==> config.mk <==
export PLATFORM = sky130hd
export DESIGN_NAME = cfg_serial_slave
export DESIGN_NICKNAME = d
export VERILOG_FILES = /design/src/rtl/cfgs_pkg.sv /design/src/rtl/cfgs_sync.sv /design/src/rtl/cfgs_rx.sv /design/src/rtl/cfgs_regfile.sv /design/src/rtl/cfg_serial_slave.sv
export SDC_FILE = /design/constraint.sdc
export NUM_CORES = 1
export LEC_CHECK = 0
export BUFFER_PORTS_ARGS = -buffer_cell sky130_fd_sc_hd__clkbuf_2
export CAP_MARGIN = 20
export CORE_ASPECT_RATIO = 1.5
export CORE_MARGIN = 2
export CORE_UTILIZATION = 55
export CTS_CLUSTER_SIZE = 24
export DETAILED_ROUTE_END_ITERATION = 10
export GPL_ROUTABILITY_DRIVEN = 0
export MAX_ROUTING_LAYER = met4
export PLACE_DENSITY = 0.89
export SLEW_MARGIN = 0
export SYNTH_ARGS = -nofsm -noshare
export SYNTH_HDL_FRONTEND = slang
export SYNTH_SLANG_ARGS = --single-unit
==> constraint.sdc <==
create_clock -name clk -period 2.5 [get_ports clk]
set_clock_uncertainty 0.1 [all_clocks]
set_input_delay 0.25 -clock clk [delete_from_list [all_inputs] [get_ports clk]]
set_output_delay 0.25 -clock clk [all_outputs]
set_load 0.02 [all_outputs]
==> src/rtl/cfgs_pkg.sv <==
package cfgs_pkg;

  typedef enum logic [1:0] {
    RX_IDLE = 2'd0,
    RX_ADDR = 2'd1,
    RX_DATA = 2'd2,
    RX_SKIP = 2'd3
  } rx_state_e;

  typedef enum logic [1:0] {
    MODE_NORMAL = 2'd0,
    MODE_TEST   = 2'd1,
    MODE_HIZ    = 2'd2
  } out_mode_e;

  // Writable bits of register idx; register 0 keeps only its mode field.
  function automatic logic [7:0] byte_mask(input int unsigned idx);
    return (idx == 0) ? 8'h03 : 8'hFF;
  endfunction

  // Address byte accepted: address field matches and the direction bit requests a write.
  function automatic logic addr_accept(input logic [7:0] rx, input logic [6:0] dev);
    return (rx[7:1] == dev) && !rx[0];
  endfunction

  function automatic out_mode_e mode_of(input logic [7:0] r0);
    case (r0[1:0])
      2'b11:   return MODE_HIZ;
      2'b01:   return MODE_TEST;
      default: return MODE_NORMAL;
    endcase
  endfunction

endpackage

==> src/rtl/cfgs_sync.sv <==
module cfgs_sync #(
  parameter int WIDTH = 2,
  parameter logic [WIDTH-1:0] RESET_VAL = '1
) (
  input  logic             clk,
  input  logic             rst_n,
  input  logic [WIDTH-1:0] d_i,
  output logic [WIDTH-1:0] q_o
);
  logic [WIDTH-1:0] meta_q;

  always_ff @(posedge clk or negedge rst_n) begin
    if (!rst_n) begin
      meta_q <= RESET_VAL;
      q_o    <= RESET_VAL;
    end else begin
      meta_q <= d_i;
      q_o    <= meta_q;
    end
  end
endmodule

==> src/rtl/cfgs_rx.sv <==
module cfgs_rx
  import cfgs_pkg::*;
#(
  parameter int          NUM_REGS = 4,
  parameter logic [6:0]  DEV_ADDR = 7'b1101001,
  localparam int         IDX_W    = $clog2(NUM_REGS + 1)
) (
  input  logic             clk,
  input  logic             rst_n,
  input  logic             scl_s,
  input  logic             sda_s,
  output logic             pull_low,
  output logic             start_det,
  output logic             stop_det,
  output logic             scl_fall,
  output logic             ack_window,
  output logic             byte_commit,
  output logic             overflow,
  output logic             rx_skip,
  output logic [IDX_W-1:0] wr_idx,
  output logic [7:0]       wr_data
);
  logic       scl_q, sda_q;
  logic       scl_rise;
  logic [3:0] bit_cnt;
  logic [7:0] shift_q;
  logic [IDX_W-1:0] idx_q;
  rx_state_e  state_q;
  logic       active;

  assign scl_rise    = scl_s && !scl_q;
  assign scl_fall    = !scl_s && scl_q;
  assign start_det   = scl_s && scl_q && sda_q && !sda_s;
  assign stop_det    = scl_s && scl_q && !sda_q && sda_s;
  assign active      = (state_q == RX_ADDR) || (state_q == RX_DATA);
  assign ack_window  = active && (bit_cnt >= 4'd8);
  assign byte_commit = scl_fall && (state_q == RX_DATA) && (bit_cnt == 4'd9)
                       && !start_det && !stop_det;
  assign overflow    = (idx_q == IDX_W'(NUM_REGS));
  assign rx_skip     = (state_q == RX_SKIP);
  assign wr_idx      = idx_q;
  assign wr_data     = shift_q;

  always_ff @(posedge clk or negedge rst_n) begin
    if (!rst_n) begin
      scl_q <= 1'b1;
      sda_q <= 1'b1;
    end else begin
      scl_q <= scl_s;
      sda_q <= sda_s;
    end
  end

  always_ff @(posedge clk or negedge rst_n) begin
    if (!rst_n) begin
      state_q  <= RX_IDLE;
      bit_cnt  <= '0;
      shift_q  <= '0;
      idx_q    <= '0;
      pull_low <= 1'b0;
    end else if (start_det) begin
      state_q  <= RX_ADDR;
      bit_cnt  <= '0;
      idx_q    <= '0;
      pull_low <= 1'b0;
    end else if (stop_det) begin
      state_q  <= RX_IDLE;
      bit_cnt  <= '0;
      pull_low <= 1'b0;
    end else if (active) begin
      if (scl_rise) begin
        if (bit_cnt < 4'd8) shift_q <= {shift_q[6:0], sda_s};
        if (bit_cnt < 4'd9) bit_cnt <= bit_cnt + 4'd1;
      end else if (scl_fall) begin
        if (bit_cnt == 4'd8) begin
          pull_low <= (state_q == RX_DATA) || addr_accept(shift_q, DEV_ADDR);
        end else if (bit_cnt == 4'd9) begin
          pull_low <= 1'b0;
          bit_cnt  <= '0;
          if (state_q == RX_ADDR)
            state_q <= pull_low ? RX_DATA : RX_SKIP;
          else if (!overflow)
            idx_q <= idx_q + 1'b1;
        end
      end
    end
  end
endmodule

==> src/rtl/cfgs_regfile.sv <==
module cfgs_regfile
  import cfgs_pkg::*;
#(
  parameter int  NUM_REGS = 4,
  localparam int IDX_W    = $clog2(NUM_REGS + 1)
) (
  input  logic                  clk,
  input  logic                  rst_n,
  input  logic                  wr_en,
  input  logic [IDX_W-1:0]      wr_idx,
  input  logic [7:0]            wr_data,
  output logic [8*NUM_REGS-1:0] cfg_flat,
  output logic                  hiz_en,
  output logic                  test_en
);
  out_mode_e mode;

  for (genvar g = 0; g < NUM_REGS; g++) begin : g_reg
    logic [7:0] r_q;
    always_ff @(posedge clk or negedge rst_n) begin
      if (!rst_n)
        r_q <= '0;
      else if (wr_en && (wr_idx == IDX_W'(g)))
        r_q <= wr_data & byte_mask(g);
    end
    assign cfg_flat[8*g +: 8] = r_q;
  end

  assign mode    = mode_of(cfg_flat[7:0]);
  assign hiz_en  = (mode == MODE_HIZ);
  assign test_en = (mode == MODE_TEST);
endmodule

==> src/rtl/cfg_serial_slave.sv <==
module cfg_serial_slave #(
  parameter int          NUM_REGS = 4,
  parameter logic [6:0]  DEV_ADDR = 7'b1101001
) (
  input  logic                  clk,
  input  logic                  rst_n,
  input  logic                  scl_i,
  input  logic                  sda_i,
  output logic                  sda_pull_low,
  output logic [8*NUM_REGS-1:0] cfg_flat,
  output logic                  hiz_en,
  output logic                  test_en
);
  localparam int IDX_W = $clog2(NUM_REGS + 1);

  logic [1:0]       line_s;
  logic             start_det, stop_det, scl_fall, ack_window;
  logic             byte_commit, overflow, rx_skip;
  logic [IDX_W-1:0] wr_idx;
  logic [7:0]       wr_data;

  cfgs_sync #(.WIDTH(2), .RESET_VAL(2'b11)) u_sync (
    .clk(clk), .rst_n(rst_n), .d_i({scl_i, sda_i}), .q_o(line_s)
  );

  cfgs_rx #(.NUM_REGS(NUM_REGS), .DEV_ADDR(DEV_ADDR)) u_rx (
    .clk(clk), .rst_n(rst_n), .scl_s(line_s[1]), .sda_s(line_s[0]),
    .pull_low(sda_pull_low), .start_det(start_det), .stop_det(stop_det),
    .scl_fall(scl_fall), .ack_window(ack_window), .byte_commit(byte_commit),
    .overflow(overflow), .rx_skip(rx_skip), .wr_idx(wr_idx), .wr_data(wr_data)
  );

  cfgs_regfile #(.NUM_REGS(NUM_REGS)) u_regs (
    .clk(clk), .rst_n(rst_n), .wr_en(byte_commit && !overflow),
    .wr_idx(wr_idx), .wr_data(wr_data), .cfg_flat(cfg_flat),
    .hiz_en(hiz_en), .test_en(test_en)
  );
endmodule

==> results of run 1 <==
## routing by layer
layer / vias to the layer above / wire length (um) / GRT usage [%]
li1: 709 / - / -
met1: 747 / 1828 / 24.61
met2: 24 / 2515 / 37.40
met3: 10 / 107 / 3.236
met4: 0 / 103 / 8.457
met5: - / 0 / -
## area by class of cell
| class | instances | share of cell area, % |
|---|---|---|
| Multi-Input combinational cell | 117 | 38.46 |
| Clock buffer | 5 | 2.549 |
| Tap cell | 46 | 2.132 |
| Inverter | 12 | 1.668 |
| Sequential cell | 50 | 46.62 |
| Clock inverter | 2 | 0.5097 |
| Timing Repair Buffer | 37 | 8.063 |
## synthesized netlist by cell type, types with 2 or more instances
cell type  count
nand3b_1       2
nand3_1        3
mux2i_1        2
nor4bb_1       3
o21ai_0        3
inv_1         12
nand2_2        2
nor2b_1        4
xor2_1         2
nor2_1         6
o2111ai_1      4
buf_4          6
nand2_1        9
and2_1         2
ha_1          14
a21oi_1        9
mux2_2        36
dfrtp_1       44
dfstp_2        6
## report_power, final
group	switching (W)	internal (W)	total [W]
combinational	0.000179	0.000165	0.000343
clock	0.000264	0.000194	0.000458
sequential	0.000150	0.000910	0.00106
total	0.000593	0.00127	0.00186
## cells by family (layout without fill, tap and decap cells)
logic type      after synthesis  count (layout)  share of synthesized area (%)
xor+xnor                      2               2                         0.7350
mux                          39              39                          18.32
buf+inv                      20              56                          4.409
flops                        50              50                          52.81
compound gates               21              21                          6.562
simple gates                 35              35                          9.658
other cells                   1               6                         0.1573
fa+ha+maj                    14              14                          7.349
## layout by cell type, fill, tap and decap left out, types with 2 or more instances in the layout
cell type      netlist  routed
ha_1                14      14
o21ai_0              3       3
xor2_1               2       2
mux2i_1              2       2
o2111ai_1            4       4
nor4bb_1             3       3
dfstp_2              6       6
nor2b_1              4       4
nand3_1              3       3
clkbuf_2             0      32
inv_1               12      12
dlygate4sd3_1        0       3
clkbuf_8             0       5
dfrtp_1             44      44
and2_1               2       2
mux2_2              36      36
a21oi_1              9       9
nor2_1               6       6
nand2_1              9       9
conb_1               1       6
nand2_2              2       2
nand3b_1             2       2
## sequential cells by signal, indices dropped and copies added (netlist names), 2 cells and up
name	count
u_regs.g.r_q	26
u_rx.bit_cnt	4
u_rx.state_q	2
u_rx.wr_data	8
u_rx.wr_idx	3
u_sync.meta_q	2
u_sync.q_o	2
## critical path: stages (launching register included)
cell      delay [ns]
dfstp_2         0.57
ha_1            0.48
nand2_1         0.17
o221ai_1        0.36
mux2_2          0.38
a21oi_1         0.16
## final timing paths
kind,cells past startpoint,slack (ns),startpoint,to
worst max-delay path,5,0.21,u_sync.q_o[1],u_rx.bit_cnt[3]
worst min-delay path,2,0.22,rst_n,u_rx.state_q[1]
worst max register to register,5,0.21,u_sync.q_o[1],u_rx.bit_cnt[3]
worst min register to register,0,0.25,u_sync.meta_q[1],u_sync.q_o[1]
max in group asynchronous,3,1.55,rst_n,u_sync.q_o[0]
min in group clk,0,0.25,u_sync.meta_q[1],u_sync.q_o[1]
## through the flow
step	utilization (%)	total power [W]	area, sq um
CTS	64.15	0.001870	2700
global placement	61.47	0.001386	2587
detailed placement	61.47	0.001412	2587
finish	64.15	0.001861	2700
floorplan	-	0.001286	2402
global route	64.15	0.001974	2700
==> flow_metrics.py, run 1 <==
metrics = {
    "routing": {
        "drt_first_iter_violations": 35,
        "vias_per_cell": 5.539,
        "wl_per_cell_um": 16.93,
        "detail_route.drc_violations": 0,
        "firstDrtPassIters": 4,
        "postRouteWirelength_um": 4555,
        "detailroute.via_count": 1490,
        "drtAntennaViolNets": 0,
    },
    "placed_design": {
        "place_inst": 259,
        "io_buffers": 32,
        "place_ws_ns": 0.2744,
        "dpl.hpwl_um": 3338,
    },
    "final_layout": {
        "area_growth_syn_to_layout_pct": 13.28,
        "drive_gt1_share_pct": 39.91,
        "register_area_sq_um": 1259,
        "filler_cells_inserted": 321,
        "multi_input_area_sq_um": 1039,
        "finalNetCount": 241,
        "antenna_cells_inserted": 0,
        "final_cell_count_no_fill": 269,
    },
    "setup_path": {
        "data_required_time_at_the_worst_endpoint_ns": 2.62,
        "crit_path_max_fanout": 15,
        "timing.critical_path.to_type": "flip-flop",
        "critical_path_class": "reg2reg",
        "worst-endpoint-arrival_ns": 2.42,
        "critical_path.startpoint_type": "flip-flop",
    },
    "clocking": {
        "max-clock-path-buffers": 2,
        "cts_made_buffers": 5,
        "ctsRootBufferMaster": "clkbuf_8",
        "clock_sinks": 50,
        "clk_pin_slew_ns": 0.09,
        "cts_resized": 0,
        "htreeDepth": 2,
        "post_cts_setup_buffer_count": 0,
        "clock_latency_on_the_worst_skew_pair_ns": 0.31,
        "cts_hold_buffers": 3,
        "tritoncts": "built",
    },
    "global_routing": {
        "number_of_antenna_violations_at_the_first_check_in_global_routing": 0,
        "grt_use_total_pct": 21.62,
        "first_pass_grt_wire_length_um": 7748,
        "globalRoute.totalOverflow": 0,
        "via_count_of_the_first_global_routing_pass": 1558,
        "maximum_number_of_pins_on_one_net_before_global_route_repair": 45,
    },
    "run": {
        "cap_violations": 0,
    },
    "die": {
        "core-area_sq_um": 4209,
        "num_io_pins": 39,
        "design.die.area_sq_um": 4887,
        "placementRows": 29,
        "floorplan.die.height_um": 84.63,
        "floorplan.initialDensity_pct": 56.63,
        "die_x_um": 57.75,
    },
    "power_and_ir_drop": {
        "power_leakage_nw": 1.341,
        "p_per_area_nw_per_um2": 689.4,
        "max_rail_drop_vdd_mv": 0.6621,
    },
    "synth": {
        "synthesis.area_per_instance_sq_um": 13.10,
        "netlist.area_leader.share_pct": 46.19,
        "main_synth_ff_type": "dfrtp_1",
        "postSynthCellCount": 182,
        "synth_seq_area_share_pct": 52.81,
        "ys_async_sr_fraction_pct": 100.0,
        "synth-seq-cells": 50,
        "post-synth-top-area-cell": "dfrtp_1",
        "synthesis.area_sq_um": 2384,
        "number_of_warning_messages_in_the_yosys_log": 0,
        "synth.area.top_cells": "dfrtp_1 46%, mux2_2 17%, ha_1 7.3%, dfstp_2 6.6%, a21oi_1 1.9%",
        "synth_enable_flop_cells": 0,
        "synthDistinctLibCells": 32,
    },
    "sta": {
        "final_worst_path_period_need_ns": 2.294,
        "hold-worst-slack_ns": 0.2180,
        "max_slew_margin_pct": 60.81,
        "clock.fmax_mhz": 436.0,
        "tightestPinTransition_ns": 0.5835,
        "rsz0062_at_grt": "no",
        "final_min_period_over_clock_period_pct": 91.74,
        "final.setup.worst_slack_ns": 0.2064,
        "timing_max_transition_violations_final": 0,
        "timing.final.hold_violations": 0,
        "report.final.setup_viol": 0,
        "setup-tns-final_ns": 0,
    },
    "hold_path": {
        "worstHoldPathType": "in2async",
    },
    "outcome": {
        "outcome": "complete, no violations",
    },
}
No activity file was read; power rests on OpenSTA's default activity.
==> run 2, diff against run 1 <==
CORE_MARGIN = 1   (was 2)
==> flow_metrics.py, run 2 (synthesis results as in run 1) <==
metrics = {
    "outcome": {
        "outcome": "complete, no violations",
    },
    "final_layout": {
        "flip_flop_count_of_the_largest_register_all_copies_and_words_added": 26,
        "antenna_cells_inserted": 0,
        "finalNetCount": 242,
        "area_growth_syn_to_layout_pct": 14.54,
        "layout.cells.most_common": "dfrtp_1",
        "final_cell_count_no_fill": 271,
        "filler_cells_inserted": 322,
        "drive_gt1_share_pct": 40.44,
        "utilization_pct": 64.86,
        "most-common-layout-cells": "44 x dfrtp_1, 36 x mux2_2, 32 x clkbuf_2",
        "regMostFlops": "u_regs.g.r_q",
    },
    "clocking": {
        "cts_made_buffers": 5,
        "ctsRootBufferMaster": "clkbuf_8",
        "clock_latency_on_the_worst_skew_pair_ns": 0.31,
        "htreeDepth": 2,
        "max-clock-path-buffers": 2,
        "clk_pin_slew_ns": 0.10,
        "tritoncts": "built",
        "clock_sinks": 50,
    },
    "die": {
        "design.die.area_sq_um": 4606,
        "floorplan.die.height_um": 82.63,
        "num_io_pins": 39,
        "die_x_um": 55.75,
        "floorplan.initialDensity_pct": 56.63,
        "placementRows": 29,
        "core-area_sq_um": 4209,
    },
    "setup_path": {
        "critical_path_class": "reg2reg",
        "worst-path-stages": 4,
        "slowest_stage": "nor4_4",
        "reg2regPathDepth": 4,
        "worst-endpoint-arrival_ns": 2.43,
        "timing.critical_path.cells": "xor2_1 > and2_1 > nor4_4 > mux2_2",
        "r2r_slack_ns": 0.16,
        "worst_r2r_endpoint": "u_regs.g_reg[3].r_q[2]",
        "data_required_time_at_the_worst_endpoint_ns": 2.60,
        "critPathMaxStageDelay_ns": 0.64,
        "path_delay_family": "simple AND/OR/NAND/NOR gates",
        "critical_path.startpoint_type": "flip-flop",
        "r2r_start": "u_sync.q_o[0]",
        "cp_num_buf_inv": 0,
        "timing.critical_path.to_type": "flip-flop",
        "timing.critical_path.to": "u_regs.g_reg[3].r_q[2]",
        "crit_path_start": "u_sync.q_o[0]",
        "crit_path_max_fanout": 8,
    },
    "routing": {
        "detail_route.drc_violations": 0,
        "firstDrtPassIters": 4,
        "vias_per_cell": 5.646,
        "wl_per_cell_um": 17.53,
        "drtAntennaViolNets": 0,
        "drt_first_iter_violations": 58,
        "postRouteWirelength_um": 4750,
        "detailroute.via_count": 1530,
    },
    "placed_design": {
        "dpl.hpwl_um": 3316,
        "place_inst": 260,
        "io_buffers": 32,
    },
    "sta": {
        "setup-tns-final_ns": 0,
        "final_min_period_over_clock_period_pct": 93.43,
        "timing.final.hold_violations": 0,
        "clock.fmax_mhz": 428.1,
        "hold-worst-slack_ns": 0.2562,
        "report.final.setup_viol": 0,
        "max_slew_margin_pct": 57.87,
        "rsz0062_at_grt": "no",
        "timing_max_transition_violations_final": 0,
        "final_worst_path_period_need_ns": 2.336,
        "tightestPinTransition_ns": 0.6272,
    },
    "global_routing": {
        "via_count_of_the_first_global_routing_pass": 1522,
        "globalRoute.totalOverflow": 0,
        "number_of_antenna_violations_at_the_first_check_in_global_routing": 0,
        "maximum_number_of_pins_on_one_net_before_global_route_repair": 27,
        "grt_use_total_pct": 22.57,
        "first_pass_grt_wire_length_um": 7452,
    },
    "power_and_ir_drop": {
        "max_rail_drop_vdd_mv": 0.6580,
        "p_per_area_nw_per_um2": 730.1,
        "power_leakage_nw": 1.353,
        "fin_total_pwr_w": 0.001993,
    },
    "hold_path": {
        "min_delay_path_depth": 0,
        "worstHoldPathType": "reg2reg",
    },
    "run": {
        "cap_violations": 0,
    },
}
==> run 2: worst min path at each step <==
stage,from,to
after CTS,u_sync.meta_q[1],u_sync.q_o[1]
after floorplan,rst_n,u_regs.g_reg[0].r_q[0]
final,u_sync.meta_q[0],u_sync.q_o[0]
after global routing,u_sync.meta_q[1],u_sync.q_o[1]
after detailed placement,rst_n,u_regs.g_reg[2].r_q[2]
after global placement,rst_n,u_regs.g_reg[1].r_q[2]
==> run 2: report_power, final <==
group          internal, W  switching [W]  total, W
registers         0.000910       0.000148   0.00106
logic             0.000163       0.000181  0.000344
clock network     0.000305       0.000286  0.000591
total              0.00138       0.000615   0.00199
==> run 2: per-layer routing <==
metal / global-route usage (%) / vias to the layer above / share of wire [%] / routed length [um]
met5: - / - / 0 / 0
met4: 8.750 / 0 / 1.9 / 91
met3: 4.517 / 11 / 3.2 / 151
met2: 40.60 / 43 / 54 / 2588
met1: 24.82 / 769 / 40 / 1919
li1: - / 707 / - / -
==> run 2: timing repair <==
| action | 4_1_cts | 5_1_grt |
|---|---|---|
| resized for setup | 0 | 0 |
| buffers inserted | 0 | 0 |
| hold endpoints to repair | 46 | 0 |
| hold buffers | 3 | 0 |
==> run 2: cell type report <==
type | count | area [sq um] | share of cell area (%)
inverter | 12 | 45.04 | 1.650
tap | 46 | 57.56 | 2.108
sequential | 50 | 1259 | 46.10
multi-input combinational | 117 | 1039 | 38.04
timing repair buffer | 38 | 212.7 | 7.791
clock buffer | 5 | 68.82 | 2.521
clock inverter | 3 | 48.80 | 1.787
==> run 2: metrics by stage <==
step / instance area, sq um / setup WS [ns]
final: 2730 / 0.1644
after global routing: 2730 / 0.05779
after CTS: 2730 / 0.1818
after detailed placement: 2582 / 0.2494
after global placement: 2582 / 0.3200
after floorplan: 2402 / 0.4680
==> run 3, diff against run 2 <==
PLACE_DENSITY = 0.87   (was 0.89)
==> flow_metrics.py, run 3 (synthesis results as in run 1) <==
metrics = {
    "run": {
        "cap_violations": 0,
    },
    "routing": {
        "vias_per_cell": 5.622,
        "wl_per_cell_um": 15.64,
        "firstDrtPassIters": 4,
        "drtAntennaViolNets": 0,
        "detailroute.via_count": 1518,
        "postRouteWirelength_um": 4222,
        "drt_first_iter_violations": 40,
        "detail_route.drc_violations": 0,
    },
    "setup_path": {
        "timing.critical_path.to_type": "flip-flop",
        "timing.critical_path.to": "u_regs.g_reg[2].r_q[4]",
        "critical_path.startpoint_type": "flip-flop",
        "r2r_slack_ns": 0.26,
        "data_required_time_at_the_worst_endpoint_ns": 2.58,
        "worst_r2r_endpoint": "u_regs.g_reg[2].r_q[4]",
        "crit_path_start": "u_rx.scl_q",
        "critical_path_class": "reg2reg",
        "r2r_start": "u_rx.scl_q",
        "worst-endpoint-arrival_ns": 2.32,
        "reg2regPathDepth": 5,
        "crit_path_max_fanout": 8,
    },
    "clocking": {
        "htreeDepth": 2,
        "clock_sinks": 50,
        "clk_pin_slew_ns": 0.09,
        "cts_resized": 0,
        "max-clock-path-buffers": 2,
        "ctsRootBufferMaster": "clkbuf_8",
        "tritoncts": "built",
        "cts_made_buffers": 5,
        "clock_latency_on_the_worst_skew_pair_ns": 0.30,
    },
    "placed_design": {
        "io_buffers": 32,
        "dp_area_sq_um": 2575,
        "dpl.hpwl_um": 3006,
        "place_inst": 259,
    },
    "sta": {
        "clock.fmax_mhz": 446.7,
        "report.final.setup_viol": 0,
        "max_slew_margin_pct": 59.50,
        "final_min_period_over_clock_period_pct": 89.54,
        "tightestPinTransition_ns": 0.6075,
        "final_worst_path_period_need_ns": 2.239,
        "timing_max_transition_violations_final": 0,
        "setup-tns-final_ns": 0,
        "rsz0062_at_grt": "no",
        "timing.final.hold_violations": 0,
        "hold-worst-slack_ns": 0.2598,
    },
    "die": {
        "core-area_sq_um": 4209,
        "design.die.area_sq_um": 4606,
        "num_io_pins": 39,
        "floorplan.initialDensity_pct": 56.63,
        "die_x_um": 55.75,
        "floorplan.die.height_um": 82.63,
        "placementRows": 29,
    },
    "final_layout": {
        "flip_flop_count_of_the_largest_register_all_copies_and_words_added": 26,
        "regMostFlops": "u_regs.g.r_q",
        "finalInstanceArea_sq_um": 2700,
        "layout.cells.most_common": "dfrtp_1",
        "most-common-layout-cells": "44 x dfrtp_1, 36 x mux2_2, 32 x clkbuf_2",
        "drive_gt1_share_pct": 40.18,
        "final_cell_count_no_fill": 270,
        "antenna_cells_inserted": 0,
        "filler_cells_inserted": 301,
        "finalNetCount": 241,
        "area_growth_syn_to_layout_pct": 13.28,
    },
    "hold_path": {
        "worstHoldPathType": "reg2reg",
        "startpoint_of_the_tightest_hold_check_path": "u_sync.meta_q[1]",
    },
    "global_routing": {
        "grt_use_total_pct": 19.79,
        "maximum_number_of_pins_on_one_net_before_global_route_repair": 51,
        "globalRoute.totalOverflow": 0,
        "first_pass_grt_wire_length_um": 6665,
        "number_of_antenna_violations_at_the_first_check_in_global_routing": 0,
        "via_count_of_the_first_global_routing_pass": 1421,
    },
    "power_and_ir_drop": {
        "power_leakage_nw": 1.339,
        "p_per_area_nw_per_um2": 692.8,
        "max_rail_drop_vdd_mv": 0.6224,
    },
    "outcome": {
        "outcome": "complete, no violations",
    },
}
==> run 3: changes by cell type in the layout (fill, tap and decap cells not counted) <==
cell       change
buf_4          -1
bufinv_16      -1
clkbuf_8       +1
clkinv_2       +1
inv_8          -1
==> run 3: timing repair <==
| item | 4_1_cts | 5_1_grt |
|---|---|---|
| hold buffers | 3 | 0 |
| hold endpoints to repair | 46 | 0 |
| setup buffers | 0 | 0 |
==> run 3: worst min path at each step <==
stage          cells after the start  slack (ns)                      to
2_1_floorplan                      0       -0.15  u_regs.g_reg[0].r_q[0]
3_3_place_gp                       1        0.24        u_sync.meta_q[1]
3_5_place_dp                       1        0.24        u_sync.meta_q[1]
4_1_cts                            0        0.26           u_sync.q_o[1]
5_1_grt                            0        0.26           u_sync.q_o[1]
6_report                           0        0.26           u_sync.q_o[1]
==> run 3: worst max-delay path, stage by stage (launching register included) <==
cell and delay [ns]:
dfstp_2 0.56, ha_1 0.21, nand3b_1 0.20, a2111oi_4 0.45, nand2_2 0.24, mux2_1 0.36
==> run 3: cell type report <==
class	instances	area [sq um]	area share, %
flip-flops and latches	50	1259	46.62
multi-input cells	117	1039	38.46
repair buffers	37	205.2	7.600
clock buffers	6	82.58	3.058
well taps	46	57.56	2.132
inverters	12	45.04	1.668
clock inverters	2	12.51	0.4634
==> run 3: report_power, final <==
group / switching (W) / internal (W) / leakage (nW)
logic: 0.000176 / 0.000160 / 0.639
clock network: 0.000261 / 0.000223 / 0.0472
registers: 0.000141 / 0.000910 / 0.654
total: 0.000577 / 0.00129 / 1.34
==> run 3: metal layers <==
| metal | global-route usage [%] | up-vias | part of all wire, % |
|---|---|---|---|
| met4 | 11.25 | 0 | 3.1 |
| met2 | 31.08 | 40 | 50 |
| met1 | 24.56 | 756 | 43 |
| li1 | - | 710 | - |
| met5 | - | - | 0 |
| met3 | 3.271 | 12 | 3.6 |
==> run 3: stage by stage <==
stage,total power (W),worst slack [ns],util (%)
floorplan,0.001286,0.4680,-
global placement,0.001375,0.3123,61.18
detailed placement,0.001391,0.2897,61.18
CTS,0.001891,0.2608,64.15
global route,0.001982,0.1284,64.15
finish,0.001871,0.2614,64.15
